==> config.mk <==
export PLATFORM = sky130hd
export DESIGN_NAME = vcache_top
export DESIGN_NICKNAME = d
export VERILOG_FILES = /design/src/rtl/vc_pkg.sv /design/src/rtl/vc_main_array.sv /design/src/rtl/vc_victim_store.sv /design/src/rtl/vc_ctrl.sv /design/src/rtl/vcache_top.sv
export SDC_FILE = /design/constraint.sdc
export NUM_CORES = 1
export LEC_CHECK = 0
export CORE_MARGIN = 2
export CORE_UTILIZATION = 45
export CTS_BUF_LIST = sky130_fd_sc_hd__clkbuf_2
export DETAILED_ROUTE_END_ITERATION = 16
export PLACE_DENSITY = 0.69
export SETUP_SLACK_MARGIN = 0.3
export SLEW_MARGIN = 10
export SYNTH_ARGS = -nofsm -noshare
export SYNTH_HDL_FRONTEND = slang
export SYNTH_SLANG_ARGS = --single-unit
==> constraint.sdc <==
create_clock -name clk -period 6.12 [get_ports clk]
set_clock_uncertainty 0.05 [all_clocks]
set_input_delay 0.918 -clock clk [delete_from_list [all_inputs] [get_ports clk]]
set_output_delay 0.918 -clock clk [all_outputs]
set_load 0.005 [all_outputs]
==> src/rtl/vc_pkg.sv <==
package vc_pkg;
  typedef enum logic [1:0] {
    ST_IDLE    = 2'd0,
    ST_VPROBE  = 2'd1,
    ST_MEMWAIT = 2'd2
  } vc_state_e;

  localparam logic [1:0] SRC_MAIN = 2'b00;
  localparam logic [1:0] SRC_VICT = 2'b01;
  localparam logic [1:0] SRC_MEM  = 2'b10;
endpackage

==> src/rtl/vc_main_array.sv <==
module vc_main_array #(
  parameter int IDX_W  = 3,
  parameter int TAG_W  = 3,
  parameter int DATA_W = 16
) (
  input  logic              clk,
  input  logic              rst_n,
  input  logic [IDX_W-1:0]  rd_idx,
  output logic              rd_valid,
  output logic [TAG_W-1:0]  rd_tag,
  output logic [DATA_W-1:0] rd_data,
  input  logic              wr_en,
  input  logic [IDX_W-1:0]  wr_idx,
  input  logic [TAG_W-1:0]  wr_tag,
  input  logic [DATA_W-1:0] wr_data
);
  localparam int SETS = 1 << IDX_W;

  logic [SETS-1:0]   val_q;
  logic [TAG_W-1:0]  tag_q [SETS];
  logic [DATA_W-1:0] dat_q [SETS];

  // valid bits are the only reset state
  always_ff @(posedge clk or negedge rst_n) begin
    if (!rst_n) begin
      val_q <= '0;
    end else if (wr_en) begin
      val_q[wr_idx] <= 1'b1;
    end
  end

  always_ff @(posedge clk) begin
    if (wr_en) begin
      tag_q[wr_idx] <= wr_tag;
      dat_q[wr_idx] <= wr_data;
    end
  end

  assign rd_valid = val_q[rd_idx];
  assign rd_tag   = tag_q[rd_idx];
  assign rd_data  = dat_q[rd_idx];
endmodule

==> src/rtl/vc_victim_store.sv <==
module vc_victim_store #(
  parameter int LINE_W  = 6,
  parameter int DATA_W  = 16,
  parameter int ENTRIES = 4
) (
  input  logic               clk,
  input  logic               rst_n,
  input  logic [LINE_W-1:0]  lk_addr,
  output logic               hit,
  output logic [DATA_W-1:0]  hit_data,
  output logic [ENTRIES-1:0] match_vec,
  input  logic               swap_en,
  input  logic               ins_en,
  input  logic               wr_valid,
  input  logic [LINE_W-1:0]  wr_addr,
  input  logic [DATA_W-1:0]  wr_data
);
  localparam int PTR_W = (ENTRIES > 1) ? $clog2(ENTRIES) : 1;
  localparam logic [PTR_W-1:0] LAST = PTR_W'(ENTRIES - 1);

  logic [ENTRIES-1:0] val_q;
  logic [LINE_W-1:0]  adr_q [ENTRIES];
  logic [DATA_W-1:0]  dat_q [ENTRIES];
  logic [PTR_W-1:0]   ptr_q, ptr_d;
  logic [PTR_W-1:0]   hit_slot, wr_slot;
  logic               we;

  genvar g;
  generate
    for (g = 0; g < ENTRIES; g++) begin : g_ent
      assign match_vec[g] = val_q[g] && (adr_q[g] == lk_addr);

      always_ff @(posedge clk or negedge rst_n) begin
        if (!rst_n) begin
          val_q[g] <= 1'b0;
        end else if (we && (wr_slot == PTR_W'(g))) begin
          val_q[g] <= wr_valid;
        end
      end

      always_ff @(posedge clk) begin
        if (we && (wr_slot == PTR_W'(g))) begin
          adr_q[g] <= wr_addr;
          dat_q[g] <= wr_data;
        end
      end
    end
  endgenerate

  always_comb begin
    hit_slot = '0;
    hit_data = '0;
    for (int i = 0; i < ENTRIES; i++) begin
      if (match_vec[i]) begin
        hit_slot = PTR_W'(i);
        hit_data = hit_data | dat_q[i];
      end
    end
  end

  assign hit     = |match_vec;
  assign we      = swap_en | ins_en;
  assign wr_slot = swap_en ? hit_slot : ptr_q;
  assign ptr_d   = (ptr_q == LAST) ? '0 : ptr_q + 1'b1;

  always_ff @(posedge clk or negedge rst_n) begin
    if (!rst_n) begin
      ptr_q <= '0;
    end else if (ins_en) begin
      ptr_q <= ptr_d;
    end
  end
endmodule

==> src/rtl/vc_ctrl.sv <==
module vc_ctrl
  import vc_pkg::*;
#(
  parameter int LINE_W = 6,
  parameter int IDX_W  = 3,
  parameter int DATA_W = 16,
  localparam int TAG_W = LINE_W - IDX_W
) (
  input  logic              clk,
  input  logic              rst_n,
  input  logic              req_valid,
  input  logic [LINE_W-1:0] req_addr,
  output logic              req_ready,
  output logic              resp_valid,
  output logic [DATA_W-1:0] resp_data,
  output logic [1:0]        resp_src,
  output logic              mem_req_valid,
  output logic [LINE_W-1:0] mem_req_addr,
  input  logic              mem_resp_valid,
  input  logic [DATA_W-1:0] mem_resp_data,
  output logic [LINE_W-1:0] lk_addr,
  input  logic              main_valid,
  input  logic [TAG_W-1:0]  main_tag,
  input  logic [DATA_W-1:0] main_data,
  output logic              main_hit,
  output logic              main_we,
  output logic [IDX_W-1:0]  main_widx,
  output logic [TAG_W-1:0]  main_wtag,
  output logic [DATA_W-1:0] main_wdata,
  input  logic              vict_hit,
  input  logic [DATA_W-1:0] vict_data,
  output logic              vic_swap,
  output logic              vic_ins,
  output logic              vic_wvalid,
  output logic [LINE_W-1:0] vic_waddr,
  output logic [DATA_W-1:0] vic_wdata
);
  vc_state_e         state_q, state_d;
  logic [LINE_W-1:0] addr_q;
  logic              addr_en;
  logic              resp_vld_q, resp_vld_d;
  logic [DATA_W-1:0] resp_dat_q, resp_dat_d;
  logic [1:0]        resp_src_q, resp_src_d;

  assign lk_addr  = (state_q == ST_IDLE) ? req_addr : addr_q;
  assign main_hit = main_valid && (main_tag == lk_addr[LINE_W-1:IDX_W]);

  always_comb begin
    state_d    = state_q;
    addr_en    = 1'b0;
    resp_vld_d = 1'b0;
    resp_dat_d = resp_dat_q;
    resp_src_d = resp_src_q;
    main_we    = 1'b0;
    main_wdata = mem_resp_data;
    vic_swap   = 1'b0;
    vic_ins    = 1'b0;
    unique case (state_q)
      ST_IDLE: begin
        if (req_valid) begin
          if (main_hit) begin
            resp_vld_d = 1'b1;
            resp_dat_d = main_data;
            resp_src_d = SRC_MAIN;
          end else begin
            addr_en = 1'b1;
            state_d = ST_VPROBE;
          end
        end
      end
      ST_VPROBE: begin
        if (vict_hit) begin
          main_we    = 1'b1;
          main_wdata = vict_data;
          vic_swap   = 1'b1;
          resp_vld_d = 1'b1;
          resp_dat_d = vict_data;
          resp_src_d = SRC_VICT;
          state_d    = ST_IDLE;
        end else begin
          state_d = ST_MEMWAIT;
        end
      end
      ST_MEMWAIT: begin
        if (mem_resp_valid) begin
          main_we    = 1'b1;
          vic_ins    = main_valid;
          resp_vld_d = 1'b1;
          resp_dat_d = mem_resp_data;
          resp_src_d = SRC_MEM;
          state_d    = ST_IDLE;
        end
      end
      default: state_d = ST_IDLE;
    endcase
  end

  always_ff @(posedge clk or negedge rst_n) begin
    if (!rst_n) begin
      state_q    <= ST_IDLE;
      resp_vld_q <= 1'b0;
    end else begin
      state_q    <= state_d;
      resp_vld_q <= resp_vld_d;
    end
  end

  always_ff @(posedge clk) begin
    if (addr_en) begin
      addr_q <= req_addr;
    end
    if (resp_vld_d) begin
      resp_dat_q <= resp_dat_d;
      resp_src_q <= resp_src_d;
    end
  end

  assign main_widx     = addr_q[IDX_W-1:0];
  assign main_wtag     = addr_q[LINE_W-1:IDX_W];
  assign vic_wvalid    = main_valid;
  assign vic_waddr     = {main_tag, addr_q[IDX_W-1:0]};
  assign vic_wdata     = main_data;
  assign req_ready     = (state_q == ST_IDLE);
  assign mem_req_valid = (state_q == ST_MEMWAIT);
  assign mem_req_addr  = addr_q;
  assign resp_valid    = resp_vld_q;
  assign resp_data     = resp_dat_q;
  assign resp_src      = resp_src_q;
endmodule

==> src/rtl/vcache_top.sv <==
module vcache_top #(
  parameter int LINE_W = 6,
  parameter int IDX_W  = 3,
  parameter int DATA_W = 16,
  parameter int VICT_N = 4
) (
  input  logic              clk,
  input  logic              rst_n,
  input  logic              req_valid,
  input  logic [LINE_W-1:0] req_addr,
  output logic              req_ready,
  output logic              resp_valid,
  output logic [DATA_W-1:0] resp_data,
  output logic [1:0]        resp_src,
  output logic              mem_req_valid,
  output logic [LINE_W-1:0] mem_req_addr,
  input  logic              mem_resp_valid,
  input  logic [DATA_W-1:0] mem_resp_data
);
  localparam int TAG_W = LINE_W - IDX_W;

  logic [LINE_W-1:0] lk_addr;
  logic              main_valid, main_hit, main_we;
  logic [TAG_W-1:0]  main_tag, main_wtag;
  logic [DATA_W-1:0] main_data, main_wdata;
  logic [IDX_W-1:0]  main_widx;
  logic              vict_hit, vic_swap, vic_ins, vic_wvalid;
  logic [DATA_W-1:0] vict_data, vic_wdata;
  logic [LINE_W-1:0] vic_waddr;
  logic [VICT_N-1:0] vict_match;

  vc_main_array #(.IDX_W(IDX_W), .TAG_W(TAG_W), .DATA_W(DATA_W)) u_main (
    .clk(clk), .rst_n(rst_n),
    .rd_idx(lk_addr[IDX_W-1:0]), .rd_valid(main_valid), .rd_tag(main_tag), .rd_data(main_data),
    .wr_en(main_we), .wr_idx(main_widx), .wr_tag(main_wtag), .wr_data(main_wdata)
  );

  vc_victim_store #(.LINE_W(LINE_W), .DATA_W(DATA_W), .ENTRIES(VICT_N)) u_vict (
    .clk(clk), .rst_n(rst_n), .lk_addr(lk_addr),
    .hit(vict_hit), .hit_data(vict_data), .match_vec(vict_match),
    .swap_en(vic_swap), .ins_en(vic_ins), .wr_valid(vic_wvalid),
    .wr_addr(vic_waddr), .wr_data(vic_wdata)
  );

  vc_ctrl #(.LINE_W(LINE_W), .IDX_W(IDX_W), .DATA_W(DATA_W)) u_ctrl (
    .clk(clk), .rst_n(rst_n),
    .req_valid(req_valid), .req_addr(req_addr), .req_ready(req_ready),
    .resp_valid(resp_valid), .resp_data(resp_data), .resp_src(resp_src),
    .mem_req_valid(mem_req_valid), .mem_req_addr(mem_req_addr),
    .mem_resp_valid(mem_resp_valid), .mem_resp_data(mem_resp_data),
    .lk_addr(lk_addr), .main_valid(main_valid), .main_tag(main_tag), .main_data(main_data),
    .main_hit(main_hit), .main_we(main_we), .main_widx(main_widx), .main_wtag(main_wtag),
    .main_wdata(main_wdata), .vict_hit(vict_hit), .vict_data(vict_data),
    .vic_swap(vic_swap), .vic_ins(vic_ins), .vic_wvalid(vic_wvalid),
    .vic_waddr(vic_waddr), .vic_wdata(vic_wdata)
  );
endmodule

* After elaboration in Yosys (flattened, before gate mapping)
Memory sizes are Yosys's and may differ from the RTL's. Index checks and enable logic that the tools add are counted.
Cells by class: add/subtract/negate cells 1, $lt $le $gt $ge 3, eq/ne operators 16, muxes and demuxes 71, bitwise gates (word level) 5, reduce and logical (&&, ||, !) cells 22
Operators by type and width (number):
- 16-bit two-way mux | 13
- 16-bit OR | 3
- 16-bit one-hot mux with 3 select lines | 1
- 16-bit OR reduction | 3
- 2-bit two-way mux | 18
- 1-bit two-way mux | 29
- 6-bit equality test | 4
- 6-bit two-way mux | 4
- 6-bit OR reduction | 3
- 2-bit one-hot mux with 3 select lines | 2
- 1-bit logical AND | 10
- 2-bit equality test, second input constant | 4
- 3-bit by 4-bit < comparator with 1-bit output, second input constant | 2
- 8-bit OR | 1
- 2-bit by 1-bit != test with 1-bit output, second input constant | 3
- 6-bit AND reduction | 1
- 2-bit by 1-bit equality test with 1-bit output, second input constant | 2
- 2-bit logical NOT | 2
- 2-bit != test, second input constant | 2
- 4-bit OR reduction | 1
- 1-bit binary-select mux with 3-bit select | 1
- 1-bit demux with 3-bit select | 1
- 3-bit equality test | 1
- 3-bit by 1-bit >= comparator with 1-bit output, second input constant | 1
- other kinds (6) | 6
Storage, ports and cells: register bits 41, memory bits (writable) 240, input port bits 26, output and inout port bits 27, logic and storage cells 133, memories 4
Memories:
- u_main.dat_q | depth 8, bits a word 16, rd ports 1, clocked after Yosys merged registers in 0, wr ports 1, RTL line vc_main_array.sv:21 | logic [DATA_W-1:0] dat_q [SETS];
- u_vict.dat_q | depth 4, bits a word 16, rd ports 4, clocked after Yosys merged registers in 0, wr ports 1, RTL line vc_victim_store.sv:23 | logic [DATA_W-1:0] dat_q [ENTRIES];
- u_main.tag_q | depth 8, bits a word 3, rd ports 1, clocked after Yosys merged registers in 0, wr ports 1, RTL line vc_main_array.sv:20 | logic [TAG_W-1:0] tag_q [SETS];
- u_vict.adr_q | depth 4, bits a word 6, rd ports 4, clocked after Yosys merged registers in 0, wr ports 1, RTL line vc_victim_store.sv:22 | logic [LINE_W-1:0] adr_q [ENTRIES];

* Longest topological paths before layout
depth in word-level cells 16, depth in mapped cells 14, mapped depth without buffers 10

* Cells and area by module
From an unflattened synthesis, not the netlist that was laid out.
Unflattened totals: cells, all modules 635, area total of the unflattened synthesis 11738.8 um^2
By module, submodules not included:
- vc_main_array | instances 1, cells each 255, area each 6266.0 um^2, seq. area each 4764.6 um^2
- vc_victim_store | instances 1, cells each 203, area each 3617.2 um^2, seq. area each 2792.7 um^2
- vc_ctrl | instances 1, cells each 177, area each 1855.5 um^2, seq. area each 795.8 um^2

* Least setup slack after synthesis
No wires, ideal clock.
path type input to register, start input req_addr[1], end memory u_main.dat_q[0][0] (enable), setup time 0.446 ns, data arrival time 4.196 ns, required time 5.624 ns, slack 1.429 ns, stages on the path 9, buffers on the path 2, cells stage by stage buf_2 -> mux2i_1 -> buf_4 -> xor2_1 -> nand4_1 -> nor4_2 -> o41a_4 -> a21oi_4 -> nor4_1
Between the ends: cells in the longest elaborated chain, start to end 8, elaborated cells on any way between the ends 14, classes of those cells eq/ne (4); mux (5); reduce/logical (5)
Ends and longest elaborated chain:
- start: declaration | RTL line vcache_top.sv:10 | input logic [LINE_W-1:0] req_addr,
- 6-bit two-way mux (*) | RTL line vc_ctrl.sv:45 | assign lk_addr = (state_q == ST_IDLE) ? req_addr : addr_q;
- 6-bit equality test | RTL line vc_victim_store.sv:31 | assign match_vec[g] = val_q[g] && (adr_q[g] == lk_addr);
- 1-bit logical AND | RTL line vc_victim_store.sv:31
- 4-bit OR reduction (*) | RTL line vc_victim_store.sv:61 | assign hit = |match_vec;
- 1-bit two-way mux (*) | RTL line vc_ctrl.sv:72 | if (vict_hit) begin
- 1-bit one-hot mux with 2 select lines (*) | RTL line vc_ctrl.sv:58 | unique case (state_q)
- 1-bit two-way mux (*) | RTL line vc_main_array.sv:33 | if (wr_en) begin
- 1-bit two-way mux (not written as such) (*) | RTL line vc_main_array.sv:35 | dat_q[wr_idx] <= wr_data;
- end: declaration | RTL line vc_main_array.sv:21
Every way passes the cells marked *; elsewhere a longest branch is shown, timed or not.

* Worst setup path in the final report
start register u_ctrl.state_q[1], end memory u_main.dat_q[7][4] (enable)
Between the ends: cells in the longest elaborated chain, start to end 9, elaborated cells on any way between the ends 17, classes of those cells eq/ne (6); mux (5); reduce/logical (6)
Ends and longest elaborated chain:
- start: declaration | RTL line vc_ctrl.sv:38 | vc_state_e state_q, state_d;
- start signal: assignment | RTL line vc_ctrl.sv:103 | state_q <= state_d;
- 2-bit logical NOT | RTL line vc_ctrl.sv:45
- 6-bit two-way mux | RTL line vc_ctrl.sv:45
- 6-bit equality test | RTL line vc_victim_store.sv:31
- 1-bit logical AND | RTL line vc_victim_store.sv:31
- 4-bit OR reduction | RTL line vc_victim_store.sv:61
- 1-bit two-way mux | RTL line vc_ctrl.sv:72
- 1-bit one-hot mux with 2 select lines (*) | RTL line vc_ctrl.sv:58
- 1-bit two-way mux (*) | RTL line vc_main_array.sv:33
- 1-bit two-way mux (not written as such) (*) | RTL line vc_main_array.sv:35
Marked as above.

==> impl_metrics.tcl <==
set metrics [dict create \
    ys_seq_area_share_pct 72.2 \
    area_growth_pct 13.7 \
    place_area_um2 12600 \
    worst_pin_slew_ns 1.20 \
    grt_start_max_net_pins 37 \
    routed_wl_um 25800 \
    grtUsageTotal_pct 19.6 \
    layout_commonest_cell "edfxtp_1" \
    core_um2 25300 \
    period_minus_slack_ns 4.67 \
    start_kind "register" \
    wl_per_cell_um 21.7 \
    min_path_type "register to register" \
    fp.dieW_um 164 \
    slew_violations 0 \
    yosys_warnings 0 \
    postCtsSetupBuffers 0 \
    final_nets 850 \
    max_slew_margin_pct 19.8 \
    rr_worst_depth 11 \
    cts_tree "built" \
    vdd_drop_max_v 0.000216 \
    die_area_um2 27000 \
    crit_type "register to register" \
    arrival_ns 5.01 \
    drt-initial-drc-count 622 \
    synthArstFlopShare_pct 6.05 \
    post_drt_via_cell_ratio 5.62 \
    setup_viol 0 \
    period_share_pct 76.3 \
    dr.pass1.iters 5 \
    drv_cap 0 \
    ys.flop_type "edfxtp_1" \
    synth_edf_count 264 \
    layout_setup_ws_ns 1.45 \
    hpwlAfterDp_um 16300 \
    ys_ff_latch 281 \
    r2r-start "u_ctrl.state_q[1]" \
    num_vias 6704 \
    antenna_found_initial 1 \
    ant_nets 0 \
    std_cell_rows 58 \
    postSynthCellCount 717 \
    place.port_buffers 52 \
    endpoint_kind "register" \
    syn_area_um2 11600 \
    max_stage_delay_ns 0.98 \
    gp_congestion 0.837 \
    cts_hold_buf 0 \
    crit_chain "inv_1 > ha_1 > buf_4 > mux2_4 > xnor2_1 > and2_1 > and4_4 > o41a_4 > a21oi_4 > nand2b_1 > nor2_2" \
    cts_buffers 68 \
    rr_endpoint "u_main.dat_q[7][4]" \
    die_h_um 164 \
    final_cell_mix "edfxtp_1, nand2_1, clkbuf_2" \
    min_to "u_main.val_q[0]" \
    p_total_mw 5.42 \
    cp.required_ns 6.46 \
    finalHoldViolCount 0 \
    overflow 0 \
    power-per-cell-area_nw_per_um2 412 \
    hold_ws_ns 0.416 \
    max_freq_mhz 214 \
    grt_pass1_wl_um 38800 \
    cts.clk_slew.worst_paths_ns 0.10 \
    route.detailed.drc 0 \
    syn_area_per_cell_um2 16.1 \
    crit_slowest_cell "nor2_2" \
    min_path_cells 1 \
    holdCritStartpoint "u_main.val_q[0]" \
    cp_max_fo 20 \
    outcome "completed" \
    h-tree-depth 3 \
    clkSinkCount 281 \
    cts_root_buf "clkbuf_2" \
    num_io_pins 53 \
    synth_nets 749 \
    rsz0062_at_grt "false" \
    first_global_vias 6765 \
    cts_buffer_depth 3 \
    tns_ns 0 \
    synth.distinct_cells 53 \
    regToRegSetupSlack_ns 1.45 \
    insertion_delay_ns 0.79 \
    p_leak_nw 4.51 \
    design_area_um2 13200 \
    initial_core_util_pct 45.8 \
    drive_gt1_share_pct 22.0 \
    cts_resized 0 \
    pre_cts_ws_ns 1.10 \
]
==> synthesized netlist by cell type (7+ instances only) <==
cell type  number  area [um^2]
dfrtp_1        17          425
nor2_1         32          120
nand2_1       100          375
inv_1           9         33.8
nor2b_1         8         50.1
a31oi_1        15         93.8
o21ai_0        20          100
a22o_1         27          236
xnor2_1        19          166
buf_2          17         85.1
xor2_1          7         61.3
mux4_2         34          766
clkbuf_1       17         63.8
a22oi_1         9         67.6
a21oi_1        14         70.1
edfxtp_1      264         7930
==> flip-flops by register name (all words and copies together) (netlist names) <==
register and flops:
u_main.dat_q 128, u_ctrl.resp_data 16, u_vict.dat_q 64, u_ctrl.state_q 2, u_ctrl.resp_valid 1, u_ctrl.resp_src 2, u_vict.val_q 4, u_main.tag_q 24
u_vict.ptr_q 2, u_vict.adr_q 24, u_ctrl.mem_req_addr 6, u_main.val_q 8
==> cell families (layout without fill, tap and decap cells) <==
logic type	Yosys count	in the layout	share of synthesized area, %
buffers and inverters	50	194	2.00
AOI/OAI and AO/OA	133	133	8.28
and+or+nand+nor	175	175	6.78
other	0	1	0
adders and majority gates	6	6	0.648
muxes	46	46	8.17
DFF	281	281	72.2
xor gates and xnor gates	26	26	1.97
==> metal layers <==
| metal | up-vias | global-route usage [%] | share of wire, % |
|---|---|---|---|
| li1 | 3026 | - | - |
| met1 | 3374 | 26.5 | 42 |
| met2 | 265 | 31.2 | 48 |
| met3 | 39 | 3.62 | 7.3 |
| met4 | 0 | 8.70 | 2.5 |
| met5 | - | 0 | 0 |
==> critical path, delay by kind of cell, from the launching register on <==
family                   cells  cell delay [ns]
adder cells (fa/ha/maj)      1             0.50
AND/OR/NAND/NOR              4             1.96
XOR/XNOR                     1             0.14
AO/OA/AOI/OAI                2             0.39
multiplexers                 1             0.38
flip-flops                   1             0.42
buffers and inverters        2             0.42
==> power breakdown <==
part	switching [mW]	total [mW]	internal, mW
Clock	0.701	1.21	0.510
Combinational	1.03	1.69	0.656
Sequential	0.101	2.52	2.42
==> how the worst max path moves through the flow <==
stage / from / slack, ns / depth (start not counted) / to
2_1_floorplan: req_addr[1] / 1.43 / 9 / u_main.dat_q[0][0]
3_3_place_gp: req_addr[0] / 1.18 / 9 / u_main.dat_q[3][0]
3_5_place_dp: req_addr[0] / 1.10 / 9 / u_main.dat_q[7][13]
4_1_cts: u_ctrl.state_q[1] / 1.44 / 11 / u_main.dat_q[7][4]
5_1_grt: u_ctrl.state_q[0] / 1.13 / 11 / u_main.dat_q[7][4]
6_report: u_ctrl.state_q[1] / 1.45 / 11 / u_main.dat_q[7][4]
==> per-stage QoR <==
step | instances | utilization, %
floorplan | 717 | -
global placement | 1078 | 49.7
detailed placement | 1078 | 49.7
CTS | 1191 | 52.1
global route | 1192 | 52.1
finish | 1192 | 52.1
==> layout make-up <==
type                            count  area (um^2)
Antenna cell                        1         2.50
Clock buffer                       99          495
Clock inverter                     14          105
Fill cell                        2065        12100
Inverter                            9         33.8
Multi-Input combinational cell    386         3090
Sequential cell                   281         8350
Tap cell                          330          413
Timing Repair Buffer               72          671
Power figures use the tool's default switching activity.
